--- src/rtl/rfsh_pkg.sv ---
package rfsh_pkg;
  typedef enum logic [1:0] {
    CMD_REF_BIN   = 2'd0,
    CMD_SKIP_BIN  = 2'd1,
    CMD_REF_QTR   = 2'd2,
    CMD_SKIP_QTR  = 2'd3
  } rfsh_cmd_e;

  localparam int unsigned ROUND_PERIOD = 12;
  localparam int unsigned QTR_PER_BIN  = 4;

  // True when a region of the given class needs a real refresh this round.
  function automatic logic class_due(input logic [1:0] cls, input logic [3:0] rnd);
    logic due;
    case (cls)
      2'd0:    due = 1'b1;
      2'd1:    due = ~rnd[0];
      2'd2:    due = (rnd == 4'd0) || (rnd == 4'd3) || (rnd == 4'd6) || (rnd == 4'd9);
      default: due = (rnd[1:0] == 2'b00);
    endcase
    return due;
  endfunction
endpackage

--- src/rtl/rfsh_class_table.sv ---
module rfsh_class_table #(
  parameter int unsigned NUM_BINS = 16,
  localparam int unsigned BIN_W   = $clog2(NUM_BINS),
  localparam int unsigned ADDR_W  = BIN_W + 2,
  localparam int unsigned DEPTH   = NUM_BINS * rfsh_pkg::QTR_PER_BIN
) (
  input  logic              clk,
  input  logic              rst_n,
  input  logic              wr_en_i,
  input  logic [ADDR_W-1:0] wr_addr_i,
  input  logic [1:0]        wr_class_i,
  input  logic [BIN_W-1:0]  rd_bin_i,
  output logic [7:0]        rd_classes_o
);
  logic [1:0] cls_q [DEPTH];

  always_ff @(posedge clk or negedge rst_n) begin
    if (!rst_n) begin
      for (int i = 0; i < DEPTH; i++) cls_q[i] <= 2'd0;
    end else if (wr_en_i) begin
      cls_q[wr_addr_i] <= wr_class_i;
    end
  end

  for (genvar q = 0; q < 4; q++) begin : g_rd
    assign rd_classes_o[2*q +: 2] = cls_q[{rd_bin_i, 2'(q)}];
  end
endmodule

--- src/rtl/rfsh_decide.sv ---
module rfsh_decide
  import rfsh_pkg::*;
(
  input  logic [7:0] classes_i,
  input  logic [3:0] round_i,
  input  logic [1:0] quarter_i,
  input  logic       fine_i,
  output rfsh_cmd_e  cmd_o
);
  logic [3:0] qtr_due;
  logic       any_due;
  logic       per_qtr;

  for (genvar q = 0; q < 4; q++) begin : g_due
    assign qtr_due[q] = class_due(classes_i[2*q +: 2], round_i);
  end

  assign any_due = |qtr_due;
  assign per_qtr = fine_i || (quarter_i != 2'd0);

  always_comb begin
    if (!per_qtr) begin
      cmd_o = any_due ? CMD_REF_BIN : CMD_SKIP_BIN;
    end else if ((quarter_i == 2'd0) && !any_due) begin
      cmd_o = CMD_SKIP_BIN;
    end else begin
      cmd_o = qtr_due[quarter_i] ? CMD_REF_QTR : CMD_SKIP_QTR;
    end
  end
endmodule

--- src/rtl/rfsh_position.sv ---
module rfsh_position #(
  parameter int unsigned NUM_BINS = 16,
  localparam int unsigned BIN_W   = $clog2(NUM_BINS)
) (
  input  logic             clk,
  input  logic             rst_n,
  input  logic             sync_i,
  input  logic [BIN_W-1:0] sync_bin_i,
  input  logic [3:0]       sync_round_i,
  input  logic             step_bin_i,
  input  logic             step_qtr_i,
  output logic [BIN_W-1:0] bin_o,
  output logic [1:0]       quarter_o,
  output logic [3:0]       round_o
);
  localparam logic [BIN_W-1:0] LAST_BIN   = BIN_W'(NUM_BINS - 1);
  localparam logic [3:0]       LAST_ROUND = 4'(rfsh_pkg::ROUND_PERIOD - 1);

  logic [BIN_W-1:0] bin_q, bin_d;
  logic [1:0]       qtr_q, qtr_d;
  logic [3:0]       rnd_q, rnd_d;
  logic             bin_adv;

  always_comb begin
    bin_d   = bin_q;
    qtr_d   = qtr_q;
    rnd_d   = rnd_q;
    bin_adv = 1'b0;
    if (sync_i) begin
      bin_d = sync_bin_i;
      qtr_d = 2'd0;
      rnd_d = (sync_round_i > LAST_ROUND) ? (sync_round_i - 4'(rfsh_pkg::ROUND_PERIOD))
                                          : sync_round_i;
    end else if (step_bin_i) begin
      qtr_d   = 2'd0;
      bin_adv = 1'b1;
    end else if (step_qtr_i) begin
      qtr_d   = qtr_q + 2'd1;
      bin_adv = (qtr_q == 2'd3);
    end
    if (bin_adv) begin
      if (bin_q == LAST_BIN) begin
        bin_d = '0;
        rnd_d = (rnd_q == LAST_ROUND) ? 4'd0 : rnd_q + 4'd1;
      end else begin
        bin_d = bin_q + 1'b1;
      end
    end
  end

  always_ff @(posedge clk or negedge rst_n) begin
    if (!rst_n) begin
      bin_q <= '0;
      qtr_q <= 2'd0;
      rnd_q <= 4'd0;
    end else begin
      bin_q <= bin_d;
      qtr_q <= qtr_d;
      rnd_q <= rnd_d;
    end
  end

  assign bin_o     = bin_q;
  assign quarter_o = qtr_q;
  assign round_o   = rnd_q;
endmodule

--- src/rtl/rfsh_owed.sv ---
module rfsh_owed #(
  parameter int unsigned OWE_MAX = 8,
  localparam int unsigned CNT_W  = $clog2(OWE_MAX + 1)
) (
  input  logic clk,
  input  logic rst_n,
  input  logic tick_i,
  input  logic grant_i,
  output logic pending_o
);
  localparam logic [CNT_W-1:0] CAP = CNT_W'(OWE_MAX);

  logic [CNT_W-1:0] cnt_q, cnt_d;
  logic             cnt_en;

  always_comb begin
    cnt_d  = cnt_q;
    cnt_en = 1'b0;
    if (tick_i && !grant_i && (cnt_q != CAP)) begin
      cnt_d  = cnt_q + 1'b1;
      cnt_en = 1'b1;
    end else if (!tick_i && grant_i) begin
      cnt_d  = cnt_q - 1'b1;
      cnt_en = 1'b1;
    end
  end

  always_ff @(posedge clk or negedge rst_n) begin
    if (!rst_n)      cnt_q <= '0;
    else if (cnt_en) cnt_q <= cnt_d;
  end

  assign pending_o = (cnt_q != '0);
endmodule

--- src/rtl/rfsh_bin_sched.sv ---
module rfsh_bin_sched
  import rfsh_pkg::*;
#(
  parameter int unsigned NUM_BINS = 16,
  parameter int unsigned OWE_MAX  = 8,
  localparam int unsigned BIN_W   = $clog2(NUM_BINS),
  localparam int unsigned ADDR_W  = BIN_W + 2
) (
  input  logic              clk,
  input  logic              rst_n,
  input  logic              tick_i,
  input  logic              fine_mode_i,
  input  logic              tbl_we_i,
  input  logic [ADDR_W-1:0] tbl_addr_i,
  input  logic [1:0]        tbl_class_i,
  input  logic              sync_i,
  input  logic [BIN_W-1:0]  sync_bin_i,
  input  logic [3:0]        sync_round_i,
  input  logic              cmd_ready_i,
  output logic              cmd_valid_o,
  output logic [1:0]        cmd_type_o,
  output logic [BIN_W-1:0]  cmd_bin_o,
  output logic [1:0]        cmd_quarter_o,
  output logic [3:0]        round_o
);
  logic [BIN_W-1:0] cur_bin;
  logic [1:0]       cur_qtr;
  logic [3:0]       cur_rnd;
  logic [7:0]       bin_classes;
  rfsh_cmd_e        decision;
  logic             pending;
  logic             grant;

  rfsh_class_table #(.NUM_BINS(NUM_BINS)) u_table (
    .clk          (clk),
    .rst_n        (rst_n),
    .wr_en_i      (tbl_we_i),
    .wr_addr_i    (tbl_addr_i),
    .wr_class_i   (tbl_class_i),
    .rd_bin_i     (cur_bin),
    .rd_classes_o (bin_classes)
  );

  rfsh_decide u_decide (
    .classes_i (bin_classes),
    .round_i   (cur_rnd),
    .quarter_i (cur_qtr),
    .fine_i    (fine_mode_i),
    .cmd_o     (decision)
  );

  rfsh_owed #(.OWE_MAX(OWE_MAX)) u_owed (
    .clk       (clk),
    .rst_n     (rst_n),
    .tick_i    (tick_i),
    .grant_i   (grant),
    .pending_o (pending)
  );

  assign grant = pending && cmd_ready_i;

  rfsh_position #(.NUM_BINS(NUM_BINS)) u_pos (
    .clk          (clk),
    .rst_n        (rst_n),
    .sync_i       (sync_i),
    .sync_bin_i   (sync_bin_i),
    .sync_round_i (sync_round_i),
    .step_bin_i   (grant && !decision[1]),
    .step_qtr_i   (grant && decision[1]),
    .bin_o        (cur_bin),
    .quarter_o    (cur_qtr),
    .round_o      (cur_rnd)
  );

  assign cmd_valid_o   = pending;
  assign cmd_type_o    = decision;
  assign cmd_bin_o     = cur_bin;
  assign cmd_quarter_o = cur_qtr;
  assign round_o       = cur_rnd;
endmodule

--- config.mk ---
export PLATFORM = sky130hd
export DESIGN_NAME = rfsh_bin_sched
export DESIGN_NICKNAME = d
export VERILOG_FILES = /design/src/rtl/rfsh_pkg.sv /design/src/rtl/rfsh_class_table.sv /design/src/rtl/rfsh_decide.sv /design/src/rtl/rfsh_position.sv /design/src/rtl/rfsh_owed.sv /design/src/rtl/rfsh_bin_sched.sv
export SDC_FILE = /design/constraint.sdc
export NUM_CORES = 1
export LEC_CHECK = 0
export ABC_AREA = 1
export BUFFER_PORTS_ARGS = -buffer_cell sky130_fd_sc_hd__buf_4
export CAP_MARGIN = 20
export CORE_MARGIN = 4
export CORE_UTILIZATION = 55
export CTS_BUF_LIST = sky130_fd_sc_hd__clkbuf_4
export CTS_CLUSTER_SIZE = 14
export DETAILED_ROUTE_END_ITERATION = 10
export PLACE_DENSITY = 0.76
export SYNTH_ARGS = -nofsm -noshare
export SYNTH_HDL_FRONTEND = slang
export SYNTH_SLANG_ARGS = --single-unit
--- constraint.sdc ---
create_clock -name clk -period 2.3 [get_ports clk]
set_input_delay 0.23 -clock clk [delete_from_list [all_inputs] [get_ports clk]]
set_output_delay 0.23 -clock clk [all_outputs]
set_load 0.02 [all_outputs]
# After elaboration in Yosys (flattened, before gate mapping)
# Index checks and enable logic that the tools add are counted.
# W data, S select, Z words.
# totals
reg_bits	142
inputBits	23
out_inout_bits	13
# classes
bitwise	6
mux	43
n_reduce_logical	30
add_sub_neg	6
eq_ne	15
magnitude_cmp	8
# op_table
operator	count
$bwmux W128	1
$bmux W2 S6	4
$mux W4	10
$ge A7 B7 Y1 const B	5
$not A6 Y7	5
$mux W2	14
$add A4 B1 Y4 const B	3
$demux W2 S6	1
$eq A4 B4 Y1 const B	3
$logic_not A2 Y1	6
$pmux W1 S3	4
$eq A2 B2 Y1 const B	5
$eq A2 B1 Y1 const B	4
$logic_and A1 B1 Y1	8
$mux W1	8
$lt A7 B1 Y1 const B	1
$reduce_bool A2 Y1	3
$eq A4 B2 Y1 const B	1
$eq A4 B3 Y1 const B	1
$gt A4 B4 Y1 const B	1
$logic_not A1 Y1	4
$logic_not A4 Y1	1
$logic_or A1 B1 Y1	4
$ne A4 B4 Y1 const B	1
other kinds (10)	10

# Depth between registers and ports, before layout
# Gate-level depths: netlist (run 1).
# depth
depth_word	16
depth_mapped	19
depth_no_buf	17

# By module
# A second synthesis (run 1) with hierarchy kept.
# unflattened
cells_unflattened	1087
area_unflattened_um2	7736.2
# modules_own_cells
module	n_inst	area_each_um2	seq_area_each_um2	cells_each
rfsh_class_table	1	6495.0	3203.1	899
rfsh_position	1	658.1	250.2	88
rfsh_owed	1	314.1	100.1	38
rfsh_decide	1	250.2	0.0	57
rfsh_bin_sched	1	18.8	0.0	5

# Worst setup path before layout (run 1)
# No wires, ideal clock.
# synth_path
path_type	reg-to-reg
from	reg u_pos.rnd_q[0], in the netlist u_pos.round_o[0]
to	reg u_pos.bin_q[3], in the netlist u_pos.bin_o[3]
t_required_ps	2183
path_stages_with_launch	15
t_arrival_ps	2080
synth_period_minus_slack_ps	2197
setup_slack_ps	103
path_buffers	0
setup_ps	117
path_cell_list	dfrtp_1 -> inv_1 -> ha_1 -> nor3_1 -> nor2_1 -> a31oi_1 -> nand2_1 -> nand2_1 -> nand2_1 -> nor2_1 -> nand3_2 -> nand3_4 -> nand2_2 -> nand3_1 -> nand2_1
# synth_between
elab_chain_cells	15
# synth_rtl
item	line_no	rtl
start: declaration	rfsh_position.sv:21	logic [3:0] rnd_q, rnd_d;
start signal: assignment	rfsh_position.sv:59	rnd_q <= rnd_d;
$eq A4 B2 Y1 / $logic_not A4 Y1 (equally long branches)	rfsh_pkg.sv:18	2'd2: due = (rnd == 4'd0) || (rnd == 4'd3) || (rnd == 4'd6) || (rnd == 4'd9);
$logic_or A1 B1 Y1 (3 in a row)	rfsh_pkg.sv:18	
$pmux W1 S3	rfsh_pkg.sv:15	case (cls)
$reduce_or A4 Y1 (*)	rfsh_decide.sv:18	assign any_due = |qtr_due;
$logic_not A1 Y1 (*)	rfsh_decide.sv:24	end else if ((quarter_i == 2'd0) && !any_due) begin
$logic_and A1 B1 Y1 (*)	rfsh_decide.sv:24	
$mux W2 (*)	rfsh_decide.sv:24	
$mux W2 (*)	rfsh_decide.sv:22	if (!per_qtr) begin
$logic_and A1 B1 Y1 / $logic_not A1 Y1 (equally long branches)	rfsh_bin_sched.sv:69, rfsh_bin_sched.sv:68	
$mux W1 / $logic_and A1 B1 Y1 (equally long branches)	rfsh_position.sv:37, rfsh_bin_sched.sv:68	
$mux W1 (*)	rfsh_position.sv:34	end else if (step_bin_i) begin
$mux W1 (*)	rfsh_position.sv:29	if (sync_i) begin
$mux W4 / $reduce_bool A2 Y1 (equally long branches)	-	
end signal: assignment	rfsh_position.sv:57	bin_q <= bin_d;
end: declaration	rfsh_position.sv:19	logic [BIN_W-1:0] bin_q, bin_d;
# Mark *: on every way between the ends. The rest lies on a longest branch, timed or not.
# A chain may end at the register's enable or synchronous reset.

# Worst setup path in the final report (run 1)
# layout_path
from	reg u_pos.bin_q[0], in the netlist u_pos.bin_o[0]
to	out cmd_type_o[0]
# layout_between
elab_chain_cells	11
# layout_rtl
item	line_no	rtl
$not A6 Y7 (not written as such)	rfsh_class_table.sv:26	assign rd_classes_o[2*q +: 2] = cls_q[{rd_bin_i, 2'(q)}];
$bmux W2 S6	rfsh_class_table.sv:26	
$mux W2 (not written as such) (2 in a row)	rfsh_class_table.sv:26	
$eq A2 B2 Y1 (tied with other cells)	rfsh_pkg.sv:15	
$pmux W1 S3	rfsh_pkg.sv:15	
$bmux W1 S2 / $reduce_or A4 Y1 (equally long branches)	rfsh_decide.sv:27, rfsh_decide.sv:18	
$mux W1 (not written as such) / $logic_not A1 Y1 (equally long branches)	rfsh_decide.sv:27, rfsh_decide.sv:24	
$mux W1 / $logic_and A1 B1 Y1 (equally long branches)	rfsh_decide.sv:27, rfsh_decide.sv:24	
$mux W2	rfsh_decide.sv:24	
$mux W2 (*)	rfsh_decide.sv:22	
end: declaration	rfsh_bin_sched.sv:21	output logic [1:0] cmd_type_o,
# Mark *: on every way between the ends. The rest lies on a longest branch, timed or not. The select of a mux whose other input is x is not followed.

==> flow_summary.yaml, run 1 <==
clock_network:
  path_clk_slew_ns: 0.12
  clock-sinks: 142
  worstSkewPairLatency_ns: 0.57
  cts_root_buf: "clkbuf_4"
  cts_made_buffers: 17
  clk_path_buf_depth: 2
  htree_levels: 4
  cts_tree: "built"
synth:
  synth_warnings: 0
  ys_ff_latch: 142
  syn-cell-area_mm2: 0.00732
  syn_area_per_cell_um2: 7.54
  synth.largest_area_cell: "dfrtp_1"
  syn_nets: 1004
  synth.distinct_cells: 34
  yosysSeqAreaShare_pct: 48.5
  synth_area_leaders: "dfrtp_1 49%, nand2_1 18%, o21ai_0 11%"
  yosys.area.top_type_share_pct: 48.5
  synthCells: 971
placement:
  portBuffers: 35
  placed_area_mm2: 0.00803
  dp_hpwl_um: 13000
  gp_congestion: 0.875
power_and_ir_drop:
  p_leak_nw: 4.14
  swShare_pct: 34.7
  p_int_mw: 4.55
  clkPwrFrac_pct: 24.2
  power_frac_seq_pct: 44.8
  power_density_mw_per_mm2: 804
  ir_drop_v: 0.000553
  power_frac_comb_pct: 31.1
  p_switching_mw: 2.42
final_layout:
  final_common_cell: "nand2_1"
  layout.nets: 1080
  fillers: 1082
  drive_gt1_share_pct: 15.8
  final_cell_mix: "337 x nand2_1, 153 x o21ai_0, 139 x dfrtp_1, 73 x nand3_1, 70 x buf_4"
  area_growth_pct: 18.6
  fin_area_mm2: 0.00868
  num_antenna_cells: 0
worst_hold_path:
  hold_path.class: "input pin to flop"
  whs_path_depth: 5
worst_setup_path:
  cp_data_required_time_ns: 2.07
  crit_fanout: 8
  path_depth: 15
  cp_common_cell: "nand2_1"
  cp_slowest_stage_delay_ns: 0.49
  reg2reg_depth: 21
  end_kind: "output port"
  critical_path.top_delay_family: "simple AND/OR/NAND/NOR gates"
  cp_num_buf_inv: 4
  crit_arrival_ns: 2.67
  cpMaxStageDelayCell: "dfrtp_2"
  cp_cell_sequence: "buf_12 -> buf_4 -> buf_16 -> nand2_1 -> o211ai_1 -> nand3_1 -> nand3_1 -> nand2_1 -> nand2_1 -> nand2_1 -> nand2_2 -> o211ai_1 -> nand3_1 -> nand2_1 -> buf_6"
  path_class: "flop to output port"
  cp-start-kind: "flop"
floorplanning:
  die-area_mm2: 0.0152
  pin_count: 36
  die_width_um: 123
  rows: 41
  die_h_um: 123
  start_util_pct: 57.1
  core_mm2: 0.0128
global_route:
  grt_pass1_wl_um: 34200
  antenna_found_initial: 0
  grt.overflow.total: 0
  globalRouteTotalUtil_pct: 28.9
  grt_pass1_vias: 6738
  grt_max_degree: 65
drt:
  num_vias: 6947
  drcViolationCount: 0
  viasPerCell: 5.64
  routedWlPerCell_um: 16.8
  first_pass_iters: 5
  routed_wl_um: 20600
  drtIter0Drc: 752
  drtAntennaViolNets: 0
sta:
  relSlewSlack_pct: 36.4
  setup_tns_ns: -5.14
  worst_pin_slew_ns: 0.951
  holdWs_ns: 0.0471
  finalCritPeriodShare_pct: 126
  maxSlewViolCount: 0
  rsz0062_at_grt: "yes"
  finalHoldViolations: 0
  fin_worst_skew_ns: 0.0235
  finalSetupViolCount: 10
  setup_ws_ns: -0.599
  period_minus_slack_ns: 2.90
  max_freq_mhz: 345
status:
  status: "finished with violations"
  violations: "negative setup slack"
run:
  maxCapViolCount: 0
==> power by group through the flow <==
stage / logic [mW] / registers [mW] / clock network [mW]
2_1_floorplan: 1.27 / 3.11 / 0
3_5_place_dp: 1.92 / 3.14 / 0
5_1_grt: 2.42 / 3.16 / 1.83
3_3_place_gp: 1.87 / 3.13 / 0
6_report: 2.17 / 3.12 / 1.69
4_1_cts: 2.07 / 3.10 / 1.70
==> per-layer routing <==
metal  vias to the layer above  GRT usage [%]  share of wire (%)
met2                       316           45.8                 47
li1                       3340              -                  -
met1                      3227           38.8                 41
met5                         -              0                  0
met3                        64           5.90                7.8
met4                         0           12.1                4.1
==> synth_stat cells, drive strengths merged <==
| master | n |
|---|---|
| a21o | 1 |
| a21oi | 3 |
| a31oi | 1 |
| buf | 23 |
| clkbuf | 16 |
| clkinv | 3 |
| dfrtp | 142 |
| fa | 1 |
| ha | 9 |
| inv | 59 |
| mux2 | 1 |
| nand2 | 354 |
| nand3 | 86 |
| nand3b | 1 |
| nor2 | 65 |
| nor3 | 11 |
| nor4 | 6 |
| o211ai | 14 |
| o21ai | 168 |
| o22ai | 1 |
| or2 | 1 |
| xnor2 | 1 |
| xor2 | 4 |
==> final cells by class <==
cell class / instances / area (um^2) / share of cell area, %
multi-input cells: 729 / 3460 / 39.8
flip-flops and latches: 142 / 3560 / 41.0
inverters: 62 / 235 / 2.71
clock buffers: 23 / 173 / 1.99
repair buffers: 95 / 927 / 10.7
well taps: 172 / 215 / 2.48
clock inverters: 8 / 116 / 1.34
==> per-stage QoR <==
stage	total power [mW]	utilization [%]	setup WS, ns	std cells
after floorplan	4.37	-	0.103	971
after global placement	5.00	62.6	0.125	1183
after detailed placement	5.06	62.6	0.0802	1183
after CTS	6.88	66.8	-0.497	1228
after global routing	7.42	67.7	-0.755	1231
final	6.98	67.7	-0.599	1231
==> flip-flops by register name (all words and copies together), names as in the netlist <==
name and count:
u_table.cls_q 128, u_owed.cnt_q 4, u_pos.bin_o 4, u_pos.round_o 4, u_pos.quarter_o 2
==> path summary, 6_finish.rpt <==
| kind | from | end | slack (ns) |
|---|---|---|---|
| hold reg to reg | u_table.cls_q[27]$_DFFE_PN0P_ | u_table.cls_q[27]$_DFFE_PN0P_ | 0.50 |
| max in group asynchronous | rst_n | u_table.cls_q[116]$_DFFE_PN0P_ | 1.41 |
| setup reg to reg | u_pos.bin_o[0]$_DFFE_PN0P_ | u_pos.round_o[0]$_DFF_PN0_ | -0.52 |
| setup / recovery | u_pos.bin_o[0]$_DFFE_PN0P_ | cmd_type_o[0] | -0.60 |
| min in group asynchronous | rst_n | u_table.cls_q[88]$_DFFE_PN0P_ | 0.18 |
| hold / removal | sync_i | u_pos.bin_o[0]$_DFFE_PN0P_ | 0.05 |
==> cells by family after synthesis <==
kind of cell	Yosys count	share of synthesized area [%]
buffers and inverters	101	6.03
and+or+nand+nor	524	29.4
DFF	142	48.5
AOI/OAI and AO/OA	188	13.5
adders and majority gates	10	1.81
xor gates and xnor gates	5	0.598
muxes	1	0.154
==> worst min-delay path: stages <==
cell and delay, ns:
buf_4 0.16, nand2_1 0.06, nand2_1 0.05, inv_1 0.04, nand2_1 0.05
==> repair_timing <==
| action | CTS | global route |
|---|---|---|
| buffers inserted | 5 | 2 |
| endpoints found under the setup margin | 2 | 12 |
| resized for setup | 26 | 28 |
| gates cloned | 3 | 1 |
| hold buffers | 6 | 0 |
| hold endpoints to repair | 55 | 0 |
| pin swaps | 26 | 13 |
Note: power is estimated with default switching activity, not from simulation.
==> run 2, diff against run 1 <==
--- a/config.mk
+++ b/config.mk
@@ -13,7 +13,8 @@
 export CTS_BUF_LIST = sky130_fd_sc_hd__clkbuf_4
 export CTS_CLUSTER_SIZE = 14
 export DETAILED_ROUTE_END_ITERATION = 10
-export PLACE_DENSITY = 0.76
+export PLACE_DENSITY = 0.73
+export RECOVER_POWER = 25
 export SYNTH_ARGS = -nofsm -noshare
 export SYNTH_HDL_FRONTEND = slang
 export SYNTH_SLANG_ARGS = --single-unit
==> run 2 against run 1 <==
The run ends with max-capacitance violations, max-slew violations, negative setup slack left; clock skew is 0.0030 ns lower; sequential share of layout area about the same; final area decreased by 0.12%; first-iteration DRC count is 3.6% lower; via count down 1.7%; worst hold slack lost 0.014 ns; count of clock-buffer cells in the layout is 2 lower; wire length down 2.2%; core utilization shrank 0.078 points; final cell count unchanged; critical path type unchanged; largest cell class unchanged.
==> flow_summary.yaml, run 2 (same netlist as run 1, synthesis figures left out) <==
worst_setup_path:
  cp-start-kind: "flop"
  cp_cell_sequence: "clkinv_4 -> bufbuf_16 -> o21ai_1 -> nand3_1 -> nand3_2 -> nand2_4 -> nand2_1 -> nand2_1 -> nand2_1 -> nand2_2 -> nand2_1 -> o211ai_1 -> nand3_1 -> nand2_1 -> buf_6"
  crit_arrival_ns: 2.57
  r2r-end: "u_pos.bin_o[2]$_DFFE_PN0P_"
  rrSetupSlack_ns: -0.07
  cp_common_cell: "nand2_1"
  r2r_start: "u_pos.bin_o[0]$_DFFE_PN0P_"
  path_class: "flop to output port"
  cpMaxStageDelayCell: "dfrtp_2"
  cp_data_required_time_ns: 2.07
  cp_slowest_stage_delay_ns: 0.44
  end_kind: "output port"
  reg2reg_depth: 15
  crit_fanout: 8
final_layout:
  largest_register: "u_table.cls_q"
  num_antenna_cells: 0
  largest_register_ffs: 128
  fin_cells: 1231
  layout.nets: 1079
  final_common_cell: "nand2_1"
  fin_util_pct: 67.6
  drive_gt1_share_pct: 14.6
  fillers: 1087
  area_growth_pct: 18.5
  final_cell_mix: "343 x nand2_1, 149 x o21ai_0, 140 x dfrtp_1, 69 x nand3_1, 65 x buf_4"
global_route:
  grt_pass1_vias: 6519
  grt_max_degree: 65
  antenna_found_initial: 0
  grt.overflow.total: 0
  grt_pass1_wl_um: 32100
  globalRouteTotalUtil_pct: 27.5
power_and_ir_drop:
  power_density_mw_per_mm2: 789
  power.total_mw: 6.84
  p_leak_nw: 4.14
  ir_drop_v: 0.000477
placement:
  dp_hpwl_um: 12300
  portBuffers: 35
  pre_cts_slack_ns: 0.0366
  gp_congestion: 0.837
  post-place-cells: 1178
sta:
  maxSlewViolCount: 45
  holdWs_ns: 0.0333
  fin_worst_skew_ns: 0.0205
  worst_pin_slew_ns: 1.50
  max_freq_mhz: 357
  setup_ws_ns: -0.499
  finalHoldViolations: 0
  relSlewSlack_pct: -0.268
  finalCritPeriodShare_pct: 122
  period_minus_slack_ns: 2.80
  finalSetupViolCount: 10
  rsz0062_at_grt: "yes"
floorplanning:
  die_width_um: 123
  start_util_pct: 57.1
  die-area_mm2: 0.0152
  core_mm2: 0.0128
  rows: 41
  pin_count: 36
  die_h_um: 123
clock_network:
  clk_path_buf_depth: 2
  cts_root_buf: "clkbuf_4"
  cts_made_buffers: 17
  htree_levels: 4
  path_clk_slew_ns: 0.10
  clock-sinks: 142
  worstSkewPairLatency_ns: 0.57
  cts_tree: "built"
drt:
  drtAntennaViolNets: 0
  drcViolationCount: 0
  drtIter0Drc: 725
  viasPerCell: 5.55
  first_pass_iters: 5
  routedWlPerCell_um: 16.4
  routed_wl_um: 20200
  num_vias: 6832
status:
  violations: "max-capacitance violations, max-slew violations, negative setup slack"
  status: "finished with violations"
worst_hold_path:
  hold_path.class: "input pin to flop"
  min-delay-start: "sync_round_i[0]"
  hold_end: "u_pos.round_o[0]$_DFF_PN0_"
  whs_path_depth: 5
run:
  maxCapViolCount: 1
[run 2: changes by cell type in the layout (fill, tap and decap cells not counted), sizes merged]
cell	before	now
bufbuf	0	1
inv	59	58
bufinv	3	2
clkbuf	23	26
nand3	87	86
buf	89	83
clkinv	8	12
clkinvlp	0	1
[run 2: worst max path at each step]
stage	startpoint	end	slack [ns]	cells past startpoint
2_1_floorplan	u_pos.round_o[0]$_DFF_PN0_	u_pos.bin_o[3]$_DFFE_PN0P_	0.10	14
3_3_place_gp	u_pos.bin_o[0]$_DFFE_PN0P_	u_pos.round_o[0]$_DFF_PN0_	0.06	17
3_5_place_dp	u_pos.bin_o[0]$_DFFE_PN0P_	u_pos.round_o[3]$_DFF_PN0_	0.04	17
4_1_cts	u_pos.bin_o[0]$_DFFE_PN0P_	cmd_type_o[0]	-0.48	15
5_1_grt	u_pos.bin_o[0]$_DFFE_PN0P_	cmd_type_o[0]	-0.67	15
6_report	u_pos.bin_o[0]$_DFFE_PN0P_	cmd_type_o[0]	-0.50	15
[run 2: area by class of cell]
cell class / count / area, um^2 / share of cell area [%]
repair buffers: 95 / 972 / 11.2
multi-input cells: 728 / 3440 / 39.6
flip-flops and latches: 142 / 3560 / 41.0
clock inverters: 11 / 98.8 / 1.14
clock buffers: 21 / 158 / 1.82
inverters: 62 / 238 / 2.74
well taps: 172 / 215 / 2.48
[run 2: metrics by stage]
step           area (um^2)  setup TNS [ns]
2_1_floorplan         7320               0
3_5_place_dp          7990               0
3_3_place_gp          7990               0
6_report              8670           -1.38
4_1_cts               8600           -1.12
5_1_grt               8670           -3.01
[run 2: what timing repair did]
action	CTS	global route
pin swaps	16	2
setup endpoints to repair	2	12
endpoints found under the hold margin	58	0
hold buffers	6	0
gates cloned	5	2
buffers inserted	7	1
gates resized for setup	37	14
[run 2: layer usage]
metal | vias to the layer above | wire length (um) | track usage (%)
met5 | - | 0 | 0
met4 | 0 | 689 | 12.0
met3 | 59 | 1200 | 6.36
met2 | 216 | 9820 | 44.9
met1 | 3223 | 8460 | 35.2
li1 | 3334 | - | -
[run 2: where the power goes]
group / switching (mW) / total (mW) / internal [mW]
Combinational: 1.27 / 2.19 / 0.920
Clock: 0.878 / 1.54 / 0.666
Sequential: 0.254 / 3.11 / 2.85
[run 2: critical path, delay by kind of cell, from the launching register on]
family | cells | cell delay [ns]
AO/OA/AOI/OAI | 2 | 0.23
AND/OR/NAND/NOR | 10 | 0.75
buffers and inverters | 3 | 0.57
flip-flops | 1 | 0.44
